===== src/rtl/ddr_cmd_pkg.sv =====
package ddr_cmd_pkg;
  typedef enum logic [2:0] {
    CMD_MRS = 3'b000,
    CMD_REF = 3'b001,
    CMD_PRE = 3'b010,
    CMD_ACT = 3'b011,
    CMD_WR  = 3'b100,
    CMD_RD  = 3'b101,
    CMD_BST = 3'b110,
    CMD_NOP = 3'b111
  } cmd_e;

  typedef enum logic [1:0] {
    PWR_RUN      = 2'd0,
    PWR_PRE_PD   = 2'd1,
    PWR_ACT_PD   = 2'd2,
    PWR_SELF_REF = 2'd3
  } pwr_e;
endpackage


===== src/rtl/ddr_cmd_decode.sv =====
module ddr_cmd_decode
  import ddr_cmd_pkg::*;
#(
  parameter int ADDR_W = 13,
  parameter int COL_W  = 11,
  parameter int AP_BIT = 10
) (
  input  logic              cs_ni,
  input  logic              ras_ni,
  input  logic              cas_ni,
  input  logic              we_ni,
  input  logic [ADDR_W-1:0] addr_i,
  output cmd_e              cmd_o,
  output logic              is_act_o,
  output logic              is_rw_o,
  output logic              is_pre_o,
  output logic              is_ref_o,
  output logic              is_mrs_o,
  output logic [COL_W-1:0]  col_o,
  output logic              ap_o
);
  localparam int HI_W = COL_W - AP_BIT;

  always_comb begin
    cmd_o = cs_ni ? CMD_NOP : cmd_e'({ras_ni, cas_ni, we_ni});
  end

  assign is_act_o = (cmd_o == CMD_ACT);
  assign is_rw_o  = (cmd_o == CMD_RD) || (cmd_o == CMD_WR);
  assign is_pre_o = (cmd_o == CMD_PRE);
  assign is_ref_o = (cmd_o == CMD_REF);
  assign is_mrs_o = (cmd_o == CMD_MRS);
  // column skips the flag bit
  assign col_o    = {addr_i[AP_BIT+1 +: HI_W], addr_i[AP_BIT-1:0]};
  assign ap_o     = addr_i[AP_BIT];

  always_comb begin
    AST_ONE_CLASS: assert ($countones({is_act_o, is_rw_o, is_pre_o, is_ref_o, is_mrs_o}) <= 1);
  end
endmodule


===== src/rtl/ddr_bank_slot.sv =====
module ddr_bank_slot #(
  parameter int ROW_W    = 13,
  parameter int AP_DELAY = 4
) (
  input  logic             clk_i,
  input  logic             rst_ni,
  input  logic             act_i,
  input  logic             pre_i,
  input  logic             rw_ap_i,
  input  logic [ROW_W-1:0] row_i,
  output logic             open_o,
  output logic [ROW_W-1:0] row_o
);
  localparam int CNT_W = (AP_DELAY < 2) ? 1 : $clog2(AP_DELAY);

  logic             pend_q;
  logic [CNT_W-1:0] cnt_q;

  always_ff @(posedge clk_i or negedge rst_ni) begin
    if (!rst_ni) begin
      open_o <= 1'b0;
      row_o  <= '0;
      pend_q <= 1'b0;
      cnt_q  <= '0;
    end else if (act_i) begin
      open_o <= 1'b1;
      row_o  <= row_i;
      pend_q <= 1'b0;
    end else if (pre_i) begin
      open_o <= 1'b0;
      pend_q <= 1'b0;
    end else if (rw_ap_i) begin
      pend_q <= 1'b1;
      cnt_q  <= CNT_W'(AP_DELAY - 1);
    end else if (pend_q) begin
      if (cnt_q == '0) begin
        open_o <= 1'b0;
        pend_q <= 1'b0;
      end else begin
        cnt_q <= cnt_q - 1'b1;
      end
    end
  end

  AST_AP_ON_OPEN: assert property (@(posedge clk_i) disable iff (!rst_ni)
    pend_q |-> open_o);
  AST_ROW_HELD: assert property (@(posedge clk_i) disable iff (!rst_ni)
    (open_o && !act_i) |=> $stable(row_o));
  AST_ACT_IDLE_ONLY: assert property (@(posedge clk_i) disable iff (!rst_ni)
    act_i |-> !open_o);
endmodule


===== src/rtl/ddr_pwr_track.sv =====
module ddr_pwr_track
  import ddr_cmd_pkg::*;
(
  input  logic clk_i,
  input  logic rst_ni,
  input  logic cke_i,
  input  logic ref_req_i,
  input  logic any_open_i,
  output logic run_o,
  output pwr_e pwr_o
);
  always_ff @(posedge clk_i or negedge rst_ni) begin
    if (!rst_ni) begin
      pwr_o <= PWR_RUN;
    end else if (pwr_o == PWR_RUN) begin
      if (!cke_i) begin
        if (ref_req_i)       pwr_o <= PWR_SELF_REF;
        else if (any_open_i) pwr_o <= PWR_ACT_PD;
        else                 pwr_o <= PWR_PRE_PD;
      end
    end else if (cke_i) begin
      pwr_o <= PWR_RUN;
    end
  end

  // exit edge itself is not a command edge
  assign run_o = cke_i && (pwr_o == PWR_RUN);

  AST_EXIT_ON_CKE: assert property (@(posedge clk_i) disable iff (!rst_ni)
    (pwr_o != PWR_RUN && cke_i) |=> pwr_o == PWR_RUN);
  AST_STAY_LOW: assert property (@(posedge clk_i) disable iff (!rst_ni)
    (pwr_o != PWR_RUN && !cke_i) |=> $stable(pwr_o));
endmodule


===== src/rtl/ddr_cmd_tracker.sv =====
module ddr_cmd_tracker
  import ddr_cmd_pkg::*;
#(
  parameter int NUM_BANKS = 4,
  parameter int ROW_W     = 13,
  parameter int ADDR_W    = 13,
  parameter int COL_W     = 11,
  parameter int AP_BIT    = 10,
  parameter int AP_DELAY  = 4,
  localparam int BA_W     = $clog2(NUM_BANKS)
) (
  input  logic                       clk_i,
  input  logic                       rst_ni,
  input  logic                       cke_i,
  input  logic                       cs_ni,
  input  logic                       ras_ni,
  input  logic                       cas_ni,
  input  logic                       we_ni,
  input  logic [BA_W-1:0]            ba_i,
  input  logic [ADDR_W-1:0]          addr_i,
  output logic                       cmd_valid_o,
  output logic [2:0]                 cmd_o,
  output logic [BA_W-1:0]            bank_o,
  output logic [ROW_W-1:0]           row_o,
  output logic [COL_W-1:0]           col_o,
  output logic                       ap_o,
  output logic [NUM_BANKS-1:0]       bank_open_o,
  output logic [NUM_BANKS*ROW_W-1:0] open_row_o,
  output logic                       proto_err_o,
  output logic [1:0]                 pwr_o
);
  cmd_e             dec_cmd;
  logic             is_act, is_rw, is_pre, is_ref, is_mrs, dec_ap;
  logic [COL_W-1:0] dec_col;
  logic             run;
  pwr_e             pwr_state;
  logic [NUM_BANKS-1:0] bank_sel;
  logic             tgt_open;
  logic             act_ok, act_err, rw_ok, rw_err, pre_go, fwd;

  ddr_cmd_decode #(
    .ADDR_W (ADDR_W),
    .COL_W  (COL_W),
    .AP_BIT (AP_BIT)
  ) u_decode (
    .cs_ni    (cs_ni),
    .ras_ni   (ras_ni),
    .cas_ni   (cas_ni),
    .we_ni    (we_ni),
    .addr_i   (addr_i),
    .cmd_o    (dec_cmd),
    .is_act_o (is_act),
    .is_rw_o  (is_rw),
    .is_pre_o (is_pre),
    .is_ref_o (is_ref),
    .is_mrs_o (is_mrs),
    .col_o    (dec_col),
    .ap_o     (dec_ap)
  );

  ddr_pwr_track u_pwr (
    .clk_i      (clk_i),
    .rst_ni     (rst_ni),
    .cke_i      (cke_i),
    .ref_req_i  (is_ref),
    .any_open_i (|bank_open_o),
    .run_o      (run),
    .pwr_o      (pwr_state)
  );

  assign bank_sel = NUM_BANKS'(1) << ba_i;
  assign tgt_open = bank_open_o[ba_i];
  assign act_ok   = run && is_act && !tgt_open;
  assign act_err  = run && is_act && tgt_open;
  assign rw_ok    = run && is_rw && tgt_open;
  assign rw_err   = run && is_rw && !tgt_open;
  assign pre_go   = run && is_pre;
  assign fwd      = act_ok || rw_ok || pre_go || (run && (is_ref || is_mrs));

  for (genvar b = 0; b < NUM_BANKS; b++) begin : g_bank
    ddr_bank_slot #(
      .ROW_W    (ROW_W),
      .AP_DELAY (AP_DELAY)
    ) u_slot (
      .clk_i   (clk_i),
      .rst_ni  (rst_ni),
      .act_i   (act_ok && bank_sel[b]),
      .pre_i   (pre_go && (dec_ap || bank_sel[b])),
      .rw_ap_i (rw_ok && dec_ap && bank_sel[b]),
      .row_i   (addr_i[ROW_W-1:0]),
      .open_o  (bank_open_o[b]),
      .row_o   (open_row_o[b*ROW_W +: ROW_W])
    );
  end

  always_ff @(posedge clk_i or negedge rst_ni) begin
    if (!rst_ni) begin
      cmd_valid_o <= 1'b0;
      cmd_o       <= CMD_NOP;
      bank_o      <= '0;
      row_o       <= '0;
      col_o       <= '0;
      ap_o        <= 1'b0;
      proto_err_o <= 1'b0;
    end else begin
      cmd_valid_o <= fwd;
      cmd_o       <= dec_cmd;
      bank_o      <= ba_i;
      row_o       <= addr_i[ROW_W-1:0];
      col_o       <= dec_col;
      ap_o        <= dec_ap;
      proto_err_o <= proto_err_o || act_err || rw_err;
    end
  end

  assign pwr_o = pwr_state;

  AST_CS_MASK: assert property (@(posedge clk_i) disable iff (!rst_ni)
    cs_ni |=> !cmd_valid_o);
  AST_ERR_STICKY: assert property (@(posedge clk_i) disable iff (!rst_ni)
    proto_err_o |=> proto_err_o);
  AST_ACT_OPENS: assert property (@(posedge clk_i) disable iff (!rst_ni)
    (cmd_valid_o && cmd_o == CMD_ACT) |->
      (bank_open_o[bank_o] && open_row_o[bank_o*ROW_W +: ROW_W] == row_o));
  AST_RW_NEEDS_OPEN: assert property (@(posedge clk_i) disable iff (!rst_ni)
    (cmd_valid_o && (cmd_o == CMD_RD || cmd_o == CMD_WR)) |-> $past(bank_open_o[ba_i]));
  AST_PRE_ALL_CLOSES: assert property (@(posedge clk_i) disable iff (!rst_ni)
    (cmd_valid_o && cmd_o == CMD_PRE && ap_o) |-> bank_open_o == '0);
  AST_LOWPWR_QUIET: assert property (@(posedge clk_i) disable iff (!rst_ni)
    (pwr_o != PWR_RUN) |-> !cmd_valid_o);
  AST_NOP_DROPPED: assert property (@(posedge clk_i) disable iff (!rst_ni)
    (cmd_o == CMD_NOP || cmd_o == CMD_BST) |-> !cmd_valid_o);
endmodule


===== config.mk =====
export PLATFORM = sky130hd
export DESIGN_NAME = ddr_cmd_tracker
export DESIGN_NICKNAME = d
export VERILOG_FILES = /design/src/rtl/ddr_cmd_pkg.sv /design/src/rtl/ddr_cmd_decode.sv /design/src/rtl/ddr_bank_slot.sv /design/src/rtl/ddr_pwr_track.sv /design/src/rtl/ddr_cmd_tracker.sv
export SDC_FILE = /design/constraint.sdc
export NUM_CORES = 1
export LEC_CHECK = 0
export ABC_CLOCK_PERIOD_IN_PS = 2600
export BUFFER_PORTS_ARGS = -buffer_cell sky130_fd_sc_hd__buf_2
export CAP_MARGIN = 10
export CORE_MARGIN = 1.5
export CORE_UTILIZATION = 50
export CTS_CLUSTER_SIZE = 30
export DETAILED_ROUTE_END_ITERATION = 8
export GPL_ROUTABILITY_DRIVEN = 0
export PLACE_DENSITY = 0.76
export SETUP_SLACK_MARGIN = 0.1
export SKIP_LAST_GASP = 1
export SLEW_MARGIN = 20
export SYNTH_ARGS = -nofsm -noshare
export SYNTH_HDL_FRONTEND = slang
export SYNTH_HIERARCHICAL = 1
export SYNTH_SLANG_ARGS = --single-unit

===== constraint.sdc =====
create_clock -name clk_i -period 2.6 [get_ports clk_i]
set_clock_uncertainty 0.1 [all_clocks]
set_input_delay 0.52 -clock clk_i [delete_from_list [all_inputs] [get_ports clk_i]]
set_output_delay 0.52 -clock clk_i [all_outputs]
set_load 0.02 [all_outputs]

Word-level counts from Yosys, hierarchy flattened
Index checks and enable logic that the tools add are counted.
{ "op_classes": {"addsub": 4, "mul": 0, "div": 0, "magnitude_cmp": 1, "eq_ne": 14, "shifts": 1, "mux": 60, "bitwise": 8, "reduce_logical": 63} }
{ "op_table": {"columns": ["op", "n"], "rows": [
  ["2-to-1 mux 1 bit", 41],
  ["2-to-1 mux 2 bit", 17],
  ["nonzero test 3 bit", 8],
  ["logical AND 1 bit", 22],
  ["AND reduction 4 bit", 4],
  ["!= test 3 x 1 -> 1 bit, second input constant", 4],
  ["AND reduction 3 bit", 4],
  ["logical OR 1 bit", 11],
  ["zero test 2 bit", 5],
  ["nonzero test 2 bit", 5],
  ["!= test 2 x 1 -> 1 bit, second input constant", 4],
  ["inverter 1 bit", 8],
  ["subtractor 2 x 1 -> 2 bit, second input constant", 4],
  ["== test 3 x 2 -> 1 bit, second input constant", 2],
  ["== test 3 bit, second input constant", 2],
  ["OR reduction 4 bit", 1],
  ["left shift 1 x 2 -> 4 bit, first input constant", 1],
  ["== test 3 x 1 -> 1 bit, second input constant", 1],
  ["zero test 3 bit", 1],
  ["< comparator 2 x 3 -> 1 bit, second input constant", 1],
  ["2-to-1 mux 3 bit", 1],
  ["binary-select mux 1 bit (select 2 bit)", 1],
  ["!= test 2 bit, second input constant", 1],
  ["AND reduction 2 bit", 1],
  ["zero test 1 bit", 1]
]} }
{ "totals": {"register_bits": 102, "latchBits": 0, "ramBits": 0, "mem_bits_ro": 0, "input_bits": 22, "out_inout_bits": 90, "n_memories": 0} }

Logic depth before layout (Yosys ltp)
Gate-level depths: netlist of the first run.
{ "logic_depth": {"depth_word": 10, "mapped_depth": 7, "ltp_nobuf": 6} }

By module
The synthesis of the first run kept the hierarchy.
{ "modules_own_cells": {"columns": ["mod", "n_inst", "cells_per_inst", "area_each_um2", "seq_area_each_um2"], "rows": [
  ["ddr_bank_slot", 4, 47, 747.0, 425.4],
  ["ddr_cmd_tracker", 1, 64, 1007.2, 804.5],
  ["ddr_cmd_decode", 1, 20, 152.6, 0.0],
  ["ddr_pwr_track", 1, 9, 96.3, 50.0]
]} }

Least setup slack after synthesis of the first run
Ideal clock, no wire load.
{ "synth_path": {"kind": "input to register", "startpoint": "input port cke_i", "endpoint": "register g_bank[3].u_slot.row_o[11]", "setup_ps": 125, "arrival_time_ps": 1949, "setup_slack_ps": 426, "cell_stages": 6, "n_path_buf": 2, "path_cell_list": "nor3b_1 nand3_1 nor3b_1 buf_6 buf_12 mux2_4"} }
{ "synth_between": {"elab_chain_len": 4} }
{ "synth_rtl": {"columns": ["item", "line", "rtl"], "rows": [
  ["start, declared", "ddr_cmd_tracker.sv:14", "input logic cke_i,"],
  ["logical AND 1 bit", "ddr_pwr_track.sv:27", "assign run_o = cke_i && (pwr_o == PWR_RUN);"],
  ["logical AND 1 bit (2 in series)", "ddr_cmd_tracker.sv:73", "assign act_ok = run && is_act && !tgt_open;"],
  ["logical AND 1 bit", "ddr_cmd_tracker.sv:87", ".act_i (act_ok && bank_sel[b]),"],
  ["end signal, assigned", "ddr_bank_slot.sv:27", "row_o <= row_i;"],
  ["end, declared", "ddr_bank_slot.sv:12", "output logic [ROW_W-1:0] row_o"]
]} }
Every way passes these cells.
A chain may end at the register's enable or synchronous reset.

Final worst setup path of the first run
{ "layout_path": {"startpoint": "register u_pwr.pwr_o[1]", "endpoint": "register g_bank[3].u_slot.row_o[0]"} }
{ "layout_between": {"elab_chain_len": 5} }
{ "layout_rtl": {"columns": ["item", "line", "rtl"], "rows": [
  ["start, declared", "ddr_pwr_track.sv:10", "output pwr_e pwr_o"],
  ["start signal, assigned", "ddr_pwr_track.sv:14", "pwr_o <= PWR_RUN;"],
  ["start signal, assigned", "ddr_pwr_track.sv:17", "if (ref_req_i) pwr_o <= PWR_SELF_REF;"],
  ["start signal, assigned", "ddr_pwr_track.sv:18", "else if (any_open_i) pwr_o <= PWR_ACT_PD;"],
  ["zero test 2 bit", "ddr_pwr_track.sv:27", null],
  ["logical AND 1 bit", "ddr_pwr_track.sv:27", null],
  ["named net run", "ddr_cmd_tracker.sv:35", "logic run;"],
  ["logical AND 1 bit (2 in series)", "ddr_cmd_tracker.sv:73", null],
  ["logical AND 1 bit", "ddr_cmd_tracker.sv:87", null]
]} }
The timed path passes the listed nets, and every way through them passes these cells.

==> metrics.log, run 1 <==
INFO  metric wire_length_of_the_first_global_routing_pass = 12.5 mm
INFO  metric cp_data_arrival_time = 2170 ps
INFO  metric clock_latency = 370 ps
INFO  metric drt_iter0_drcs = 84
INFO  metric antenna_cells = 0
INFO  metric port-buffer-count = 111
INFO  metric post_dp_hpwl = 5.68 mm
INFO  metric r2r.worst_path.cells = 6
INFO  metric post_synth_num_cell_types = 37
INFO  metric cap_viol_max_count = 0
INFO  metric ant_nets = 0
INFO  metric synth_top_area_share = 58.4%
INFO  metric core = roughly 8000 um2
INFO  metric post_synth_main_area_contributors = sky130_fd_sc_hd__dfrtp_1, sky130_fd_sc_hd__mux2_4, sky130_fd_sc_hd__mux2_2
INFO  metric htreeDepth = 3
INFO  metric drc_errors = 0
INFO  metric io-pin-count = between 100 and 150
INFO  metric hold_end = col_o[7]$_DFF_PN0_
INFO  metric share_comb_of_total_power = 19.9%
INFO  metric r2r_slack = approximately 580 ps
INFO  metric root_buffer = sky130_fd_sc_hd__clkbuf_8
INFO  metric detail_route.first_pass.iterations = 4
INFO  metric post-route-min-period = 2020 ps
INFO  metric cts.repair_timing.setup_buffer_count = 0
INFO  metric post-route-period-util = between 70 and 80%
INFO  metric tritoncts.num_buffers = 9
INFO  metric number_of_rows_created_at_floorplan = 33
INFO  metric critical_path.max_fanout = 15
INFO  metric class_of_the_tightest_hold_or_removal_check = primary input to flip-flop
INFO  metric switchingPower = 1.08 mW
INFO  metric synthesis.nets = 307
INFO  metric worstMarginPinSlew = between 400 and 500 ps
INFO  metric clock_sinks = 102
INFO  metric syn-mean-instance-area = about 15 um2
INFO  metric power.ir.vdd_worst = 0.000340 V
INFO  metric cts-root-to-sink-buffers = 2
INFO  metric yosysSeqAreaShare = around 60%
INFO  metric nets = 416
INFO  metric cellPowerDensity = 716 nW/um2
INFO  metric cell_internal_pwr = 2.52 mW
INFO  metric avgRoutedWirePerCell = 16.2 um
INFO  metric r2r_start = u_pwr/pwr_o[1]$_DFFE_PN0P_
INFO  metric gr_usage_total = 18.5%
INFO  metric report.final.setup_viol = 0
INFO  metric yosys_most_used_dff = sky130_fd_sc_hd__dfrtp_1
INFO  metric floorplan.die_area = a little over 9000 um2
INFO  metric final_report_max_slew_violation_count = 0
INFO  metric finalHoldViolations = 0
INFO  metric ys_warn_count = 6
INFO  metric number_of_storage_elements_in_the_synthesis_netlist = 102
INFO  metric worst_slew_margin_rel = between 60% and 70%
INFO  metric setup_tns = 0 ps
INFO  metric area.growth.synth_to_final = 18.7%
INFO  metric rr_endpoint = g_bank[3].u_slot/row_o[0]$_DFFE_PN0P_
INFO  metric multiInputGateArea = about 1400 um2
INFO  metric number_of_global_route_vias_before_repair = 2,481
INFO  metric clock.fmax = 496 MHz
INFO  metric worstSetupEndpointType = flip-flop
INFO  metric outcome = completed
INFO  metric hold_slack = 212 ps
INFO  metric initial_utilization = 51.7%
INFO  metric asyncSetResetFlopFracSynth = 100%
INFO  metric die_h = 95.1 um
INFO  metric seqPwrFrac = 51.4%
INFO  metric grt_setup_unrepaired = false
INFO  metric synth_largest_area_cell = sky130_fd_sc_hd__dfrtp_1
INFO  metric route.vias.total = 2,543
INFO  metric routed_wl = 8.09 mm
INFO  metric swShare = 30.0%
INFO  metric worst_setup_path_start_kind = flip-flop
INFO  metric seq_area = 2560 um2
INFO  metric synth_cells = approximately 280
INFO  metric cts_clock_pin_slew_for_the_worst_setup_and_hold_paths = 110 ps
INFO  metric fp.dieW = 95.1 um
INFO  metric depth_of_the_worst_hold_timing_path = 1
INFO  metric finish.utilization = 61.3%
INFO  metric syn_area = 4240 um2
INFO  metric grt_max_degree = 48
INFO  metric synth_commonest_cells = sky130_fd_sc_hd__dfrtp_1, sky130_fd_sc_hd__mux2_4, sky130_fd_sc_hd__mux2_2
INFO  metric power_leakage = 2.56 nW
INFO  metric number_of_antenna_violations_at_the_first_check_in_global_routing = 0
INFO  metric synth-edff-count = 0
INFO  metric worstPathRequired = about 2800 ps
INFO  metric dominant_cell_by_count_in_the_synthesized_netlist = sky130_fd_sc_hd__dfrtp_1
INFO  metric fill_cells = between 600 and 700
INFO  metric gr-total-overflow = 0
INFO  metric via_per_inst = 5.09
INFO  metric drive_above_1_share = 53.4%
INFO  metric hold_path.startpoint = addr_i[7]
INFO  metric tritoncts_clock_tree = yes
INFO  metric crit_type = flip-flop to flip-flop
INFO  metric pwr-share-clk = 28.7%
==> metrics by stage <==
step	power, mW	worst slack, ps	instances	instance area (um2)
3_5_place_dp	2.60	361	483	4820
6_report	3.61	582	500	5040
5_1_grt	3.78	466	500	5040
2_1_floorplan	2.32	426	281	4240
3_3_place_gp	2.58	401	483	4820
4_1_cts	3.66	582	500	5040
==> flip-flops by register name, indices dropped and copies added (netlist names) <==
signal / flops
ap_o: 1
bank_o: 2
cmd_o: 3
cmd_valid_o: 1
col_o: 11
g_bank.u_slot/cnt_q: 8
g_bank.u_slot/open_o: 4
g_bank.u_slot/pend_q: 4
g_bank.u_slot/row_o: 52
proto_err_o: 1
row_o: 13
u_pwr/pwr_o: 2
==> worst max-delay path by stage <==
stage	cells after the start	end	start	slack [ps]
3_5_place_dp	6	g_bank[3].u_slot/row_o[1]$_DFFE_PN0P_	cs_ni	360
6_report	6	g_bank[3].u_slot/row_o[0]$_DFFE_PN0P_	u_pwr/pwr_o[1]$_DFFE_PN0P_	580
2_1_floorplan	6	g_bank[3].u_slot/row_o[11]$_DFFE_PN0P_	cke_i	430
4_1_cts	6	g_bank[3].u_slot/row_o[0]$_DFFE_PN0P_	u_pwr/pwr_o[0]$_DFFE_PN0P_	580
5_1_grt	6	g_bank[3].u_slot/row_o[0]$_DFFE_PN0P_	u_pwr/pwr_o[0]$_DFFE_PN0P_	470
3_3_place_gp	6	g_bank[3].u_slot/row_o[1]$_DFFE_PN0P_	cs_ni	400
==> layer usage <==
metal	global-route usage [%]	vias up	part of all wire, %
li1	-	1187	-
met1	25.7	1259	46
met2	27.4	89	46
met3	5.74	8	7.7
met4	6.59	0	0.69
met5	0	-	0
==> repair_timing <==
action                                 in CTS  in global routing
endpoints found under the hold margin      22                  0
hold buffers                                1                  0
gates resized for setup                     0                  0
==> power groups by stage <==
stage / registers, mW / logic, mW / clock network, mW
6_report: 1.85 / 0.716 / 1.04
5_1_grt: 1.87 / 0.768 / 1.14
4_1_cts: 1.85 / 0.724 / 1.08
3_5_place_dp: 1.88 / 0.720 / 0
3_3_place_gp: 1.88 / 0.704 / 0
2_1_floorplan: 2.07 / 0.250 / 0
==> cell families (layout without fill, tap and decap cells) <==
logic type / after synthesis / in the layout / synth area share (%)
simple gates: 70 / 70 / 11.2
flops: 102 / 102 / 60.2
fa+ha+maj: 4 / 4 / 1.18
compound gates: 17 / 17 / 3.15
buf+inv: 34 / 148 / 6.49
mux: 54 / 54 / 17.7
==> final cells by class <==
type,count,area share [%]
sequential,102,50.7
multi-input combinational,145,28.5
timing repair buffer,119,13.1
tap,105,2.61
clock buffer,9,2.46
clock inverter,7,1.71
inverter,13,0.968
==> worst max-delay path: stages (launching register included) <==
cell	delay (ps)
sky130_fd_sc_hd__dfrtp_1	410
sky130_fd_sc_hd__nor3b_1	210
sky130_fd_sc_hd__buf_4	170
sky130_fd_sc_hd__nand3_1	120
sky130_fd_sc_hd__nor3b_2	210
sky130_fd_sc_hd__buf_4	300
sky130_fd_sc_hd__mux2_2	380
==> placed cells by master, fill, tap and decap left out, types with 5 or more instances in the layout <==
| cell | netlist | final |
|---|---|---|
| sky130_fd_sc_hd__buf_2 | 0 | 110 |
| sky130_fd_sc_hd__dfrtp_1 | 99 | 99 |
| sky130_fd_sc_hd__mux2_4 | 36 | 36 |
| sky130_fd_sc_hd__mux2_2 | 16 | 16 |
| sky130_fd_sc_hd__nor2_1 | 13 | 13 |
| sky130_fd_sc_hd__inv_1 | 13 | 13 |
| sky130_fd_sc_hd__clkbuf_8 | 0 | 9 |
| sky130_fd_sc_hd__o21a_1 | 8 | 8 |
| sky130_fd_sc_hd__nor3_1 | 7 | 6 |
| sky130_fd_sc_hd__nor2b_1 | 6 | 6 |
| sky130_fd_sc_hd__nor3_2 | 4 | 5 |
| sky130_fd_sc_hd__buf_4 | 12 | 5 |
Power figures use the tool's default switching activity.
==> run 2, diff against run 1 <==
--- a/config.mk
+++ b/config.mk
@@ -5,7 +5,8 @@
 export SDC_FILE = /design/constraint.sdc
 export NUM_CORES = 1
 export LEC_CHECK = 0
-export ABC_CLOCK_PERIOD_IN_PS = 2600
+export ABC_AREA = 1
+export ABC_CLOCK_PERIOD_IN_PS = 1900
 export BUFFER_PORTS_ARGS = -buffer_cell sky130_fd_sc_hd__buf_2
 export CAP_MARGIN = 10
 export CORE_MARGIN = 1.5
@@ -13,7 +14,7 @@
 export CTS_CLUSTER_SIZE = 30
 export DETAILED_ROUTE_END_ITERATION = 8
 export GPL_ROUTABILITY_DRIVEN = 0
-export PLACE_DENSITY = 0.76
+export PLACE_DENSITY = 0.77
 export SETUP_SLACK_MARGIN = 0.1
 export SKIP_LAST_GASP = 1
 export SLEW_MARGIN = 20
==> constraint.sdc (replaced) <==
create_clock -name clk_i -period 1.9 [get_ports clk_i]
set_clock_uncertainty 0.1 [all_clocks]
set_input_delay 0.38 -clock clk_i [delete_from_list [all_inputs] [get_ports clk_i]]
set_output_delay 0.38 -clock clk_i [all_outputs]
set_load 0.02 [all_outputs]
==> metrics.log, run 2 <==
INFO  metric outcome = completed
INFO  metric worst_setup_path_start_kind = flip-flop
INFO  metric fp.dieW = 93.3 um (-1.9%)
INFO  metric floorplan.die_area = 8710 um2 (-3.7%)
INFO  metric worst_slew_margin_rel = 76.7% (+10 points)
INFO  metric number_of_global_route_vias_before_repair = 3,356 (+35%)
INFO  metric critPathSlowestCell = sky130_fd_sc_hd__dfrtp_1
INFO  metric syn_area = 4080 um2 (-3.9%)
INFO  metric number_of_storage_elements_in_the_synthesis_netlist = 102 (unchanged)
INFO  metric final_cell_mix = sky130_fd_sc_hd__nand2_1, sky130_fd_sc_hd__buf_2, sky130_fd_sc_hd__dfrtp_1
INFO  metric largest_register_ffs = 52 (unchanged)
INFO  metric port-buffer-count = 111 (unchanged)
INFO  metric cts_clock_pin_slew_for_the_worst_setup_and_hold_paths = 110 ps (about the same)
INFO  metric post_synth_main_area_contributors = sky130_fd_sc_hd__dfrtp_1, sky130_fd_sc_hd__nand2_1, sky130_fd_sc_hd__inv_1
INFO  metric crit_buf_inv = 3 (+1)
INFO  metric drive_above_1_share = 32.8% (-21 points)
INFO  metric post_synth_num_cell_types = 19 (-49%)
INFO  metric grt_setup_unrepaired = true
INFO  metric post-route-period-util = 90.1% (+12 points)
INFO  metric routed_wl = 9.30 mm (+15%)
INFO  metric critical_path.max_fanout = 14 (-1)
INFO  metric layout_commonest_cell = sky130_fd_sc_hd__nand2_1
INFO  metric route.vias.total = 3,281 (+29%)
INFO  metric overall_power_consumption = 5.30 mW (+47%)
INFO  metric synthesis.nets = 472 (+54%)
INFO  metric grt_max_degree = 37 (-23%)
INFO  metric drt_iter0_drcs = 187 (+120%)
INFO  metric synth_commonest_cells = sky130_fd_sc_hd__nand2_1, sky130_fd_sc_hd__dfrtp_1, sky130_fd_sc_hd__inv_1
INFO  metric class_of_the_tightest_hold_or_removal_check = primary input to flip-flop
INFO  metric asyncSetResetFlopFracSynth = 100% (unchanged)
INFO  metric cap_viol_max_count = 0 (unchanged)
INFO  metric wire_length_of_the_first_global_routing_pass = 15.3 mm (+22%)
INFO  metric gr-total-overflow = 0 (unchanged)
INFO  metric worstSetupEndpointType = flip-flop
INFO  metric avgRoutedWirePerCell = 13.8 um (-15%)
INFO  metric drc_errors = 0 (unchanged)
INFO  metric timing.critical_path.max_delay_family = simple AND/OR/NAND/NOR gates
INFO  metric worstPathRequired = 2050 ps (-710 ps)
INFO  metric core = 7810 um2 (-5.0%)
INFO  metric synth_largest_area_cell = sky130_fd_sc_hd__dfrtp_1
INFO  metric regMostFlops = g_bank.u_slot/row_o
INFO  metric io-pin-count = 112 (unchanged)
INFO  metric cp_data_arrival_time = 1860 ps (-310 ps)
INFO  metric root_buffer = sky130_fd_sc_hd__clkbuf_8
INFO  metric final_standard_cell_area_without_fillers = 5060 um2 (+0.52%)
INFO  metric antenna_cells = 0 (unchanged)
INFO  metric synth_cells = 446 (+59%)
INFO  metric final_report_max_slew_violation_count = 0 (unchanged)
INFO  metric syn-mean-instance-area = 9.15 um2 (-39%)
INFO  metric die_h = 93.3 um (-1.9%)
INFO  metric r2r_slack = 190 ps (-390 ps)
INFO  metric path_common_cell = sky130_fd_sc_hd__nand2_1
INFO  metric clock.fmax = 584 MHz (+18%)
INFO  metric post-route-min-period = 1710 ps (-306 ps)
INFO  metric initial_utilization = 52.3% (+0.61 points)
INFO  metric synth_top_area_share = 60.7% (+2.3 points)
INFO  metric ant_nets = 0 (unchanged)
INFO  metric place_area = 4740 um2 (-1.7%)
INFO  metric report.final.setup_viol = 0 (unchanged)
INFO  metric crit_type = flip-flop to flip-flop
INFO  metric worstMarginPinSlew = 350 ps (-143 ps)
INFO  metric power_leakage = 2.96 nW (+16%)
INFO  metric detail_route.first_pass.iterations = 4 (unchanged)
INFO  metric via_per_inst = 4.88 (-4.0%)
INFO  metric reg.largest.list = g_bank.u_slot/row_o (52), row_o (13), col_o (11)
INFO  metric number_of_antenna_violations_at_the_first_check_in_global_routing = 0 (unchanged)
INFO  metric clock_sinks = 102 (unchanged)
INFO  metric ys_warn_count = 6 (unchanged)
INFO  metric yosysSeqAreaShare = 62.6% (+2.4 points)
INFO  metric synth-edff-count = 0 (unchanged)
INFO  metric gr_usage_total = 22.7% (+4.2 points)
INFO  metric cellPowerDensity = 1050 nW/um2 (+46%)
INFO  metric dominant_cell_by_count_in_the_synthesized_netlist = sky130_fd_sc_hd__nand2_1
INFO  metric cts-root-to-sink-buffers = 2 (unchanged)
INFO  metric tritoncts_clock_tree = yes
INFO  metric tritoncts.num_buffers = 9 (unchanged)
INFO  metric area.growth.synth_to_final = 24.1%
INFO  metric nets = 591 (+42%)
INFO  metric htreeDepth = 3 (unchanged)
INFO  metric post_dp_hpwl = 6.75 mm (+19%)
INFO  metric hold_slack = 81.2 ps (-131 ps)
INFO  metric power.ir.vdd_worst = 0.000564 V (+66%)
INFO  metric clock_latency = 360 ps (about the same)
INFO  metric path_cells = nor3b_4 -> nand2_1 -> inv_2 -> nand3_4 -> nor2_4 -> buf_12 -> inv_4 -> nand2_1 -> nand2_1
INFO  metric crit_path_max_incr_delay = 430 ps (+20 ps)
INFO  metric number_of_rows_created_at_floorplan = 32 (-3.0%)
INFO  metric yosys_most_used_dff = sky130_fd_sc_hd__dfrtp_1
INFO  metric finalHoldViolations = 0 (unchanged)
-- run 2: timing repair --
item / CTS / global route
hold buffers: 1 / 0
gates resized for setup: 3 / 26
setup endpoints to repair: 57 / 67
pin swaps: 1 / 4
buffers inserted: 1 / 5
endpoints found under the hold margin: 19 / 0
-- run 2: layout make-up --
class,instances,area (um2)
clock buffers,9,124
clock inverters,7,65.1
fillers,649,2740
inverters,41,161
multi-input cells,283,1260
flip-flops and latches,102,2560
well taps,102,128
repair buffers,128,767
-- run 2: final timing paths --
path | from | to | depth (start not counted)
hold reg to reg | g_bank[1].u_slot/row_o[2]$_DFFE_PN0P_ | g_bank[1].u_slot/row_o[2]$_DFFE_PN0P_ | 2
max in group asynchronous | rst_ni | g_bank[2].u_slot/row_o[2]$_DFFE_PN0P_ | 3
min in group asynchronous | rst_ni | u_pwr/pwr_o[1]$_DFFE_PN0P_ | 2
setup / recovery | u_pwr/pwr_o[1]$_DFFE_PN0P_ | g_bank[1].u_slot/row_o[11]$_DFFE_PN0P_ | 9
setup reg to reg | u_pwr/pwr_o[1]$_DFFE_PN0P_ | g_bank[1].u_slot/row_o[11]$_DFFE_PN0P_ | 9
hold / removal | addr_i[5] | row_o[5]$_DFF_PN0_ | 1
-- run 2: where the power goes --
| group | internal (mW) | switching [mW] | leakage [nW] |
|---|---|---|---|
| clock network | 0.509 | 0.789 | 0.0943 |
| registers | 2.48 | 0.193 | 1.31 |
| logic | 0.474 | 0.863 | 1.56 |
-- run 2: metal layers --
| layer | share of wire [%] | GRT usage (%) |
|---|---|---|
| met1 | 42 | 29.3 |
| met4 | 2.5 | 11.5 |
| met2 | 48 | 36.2 |
| met5 | 0 | 0 |
| met3 | 6.6 | 4.96 |
-- run 2: logic make-up (layout without fill, tap and decap cells) --
family	after synthesis	in the layout	share of synthesized area [%]
AND/OR/NAND/NOR	267	267	26.6
adder cells (fa/ha/maj)	4	4	1.23
buffers and inverters	61	185	7.82
flip-flops	102	102	62.6
AO/OA/AOI/OAI	12	12	1.72
-- run 2: worst reg2reg max path: cells and delay by family, from the launching register on --
family | cells | cell delay, ps
DFF | 1 | 430
and+or+nand+nor | 6 | 790
buffers and inverters | 3 | 290
-- run 2: stage by stage --
step | utilization [%] | setup TNS [ps] | std cells | worst slack (ps)
2_1_floorplan | - | 0 | 446 | 70.6
3_3_place_gp | 60.7 | -57.6 | 649 | -7.43
3_5_place_dp | 60.7 | -1860 | 649 | -106
4_1_cts | 63.5 | 0 | 667 | 84.2
5_1_grt | 64.9 | 0 | 672 | 83.4
6_report | 64.9 | 0 | 672 | 188
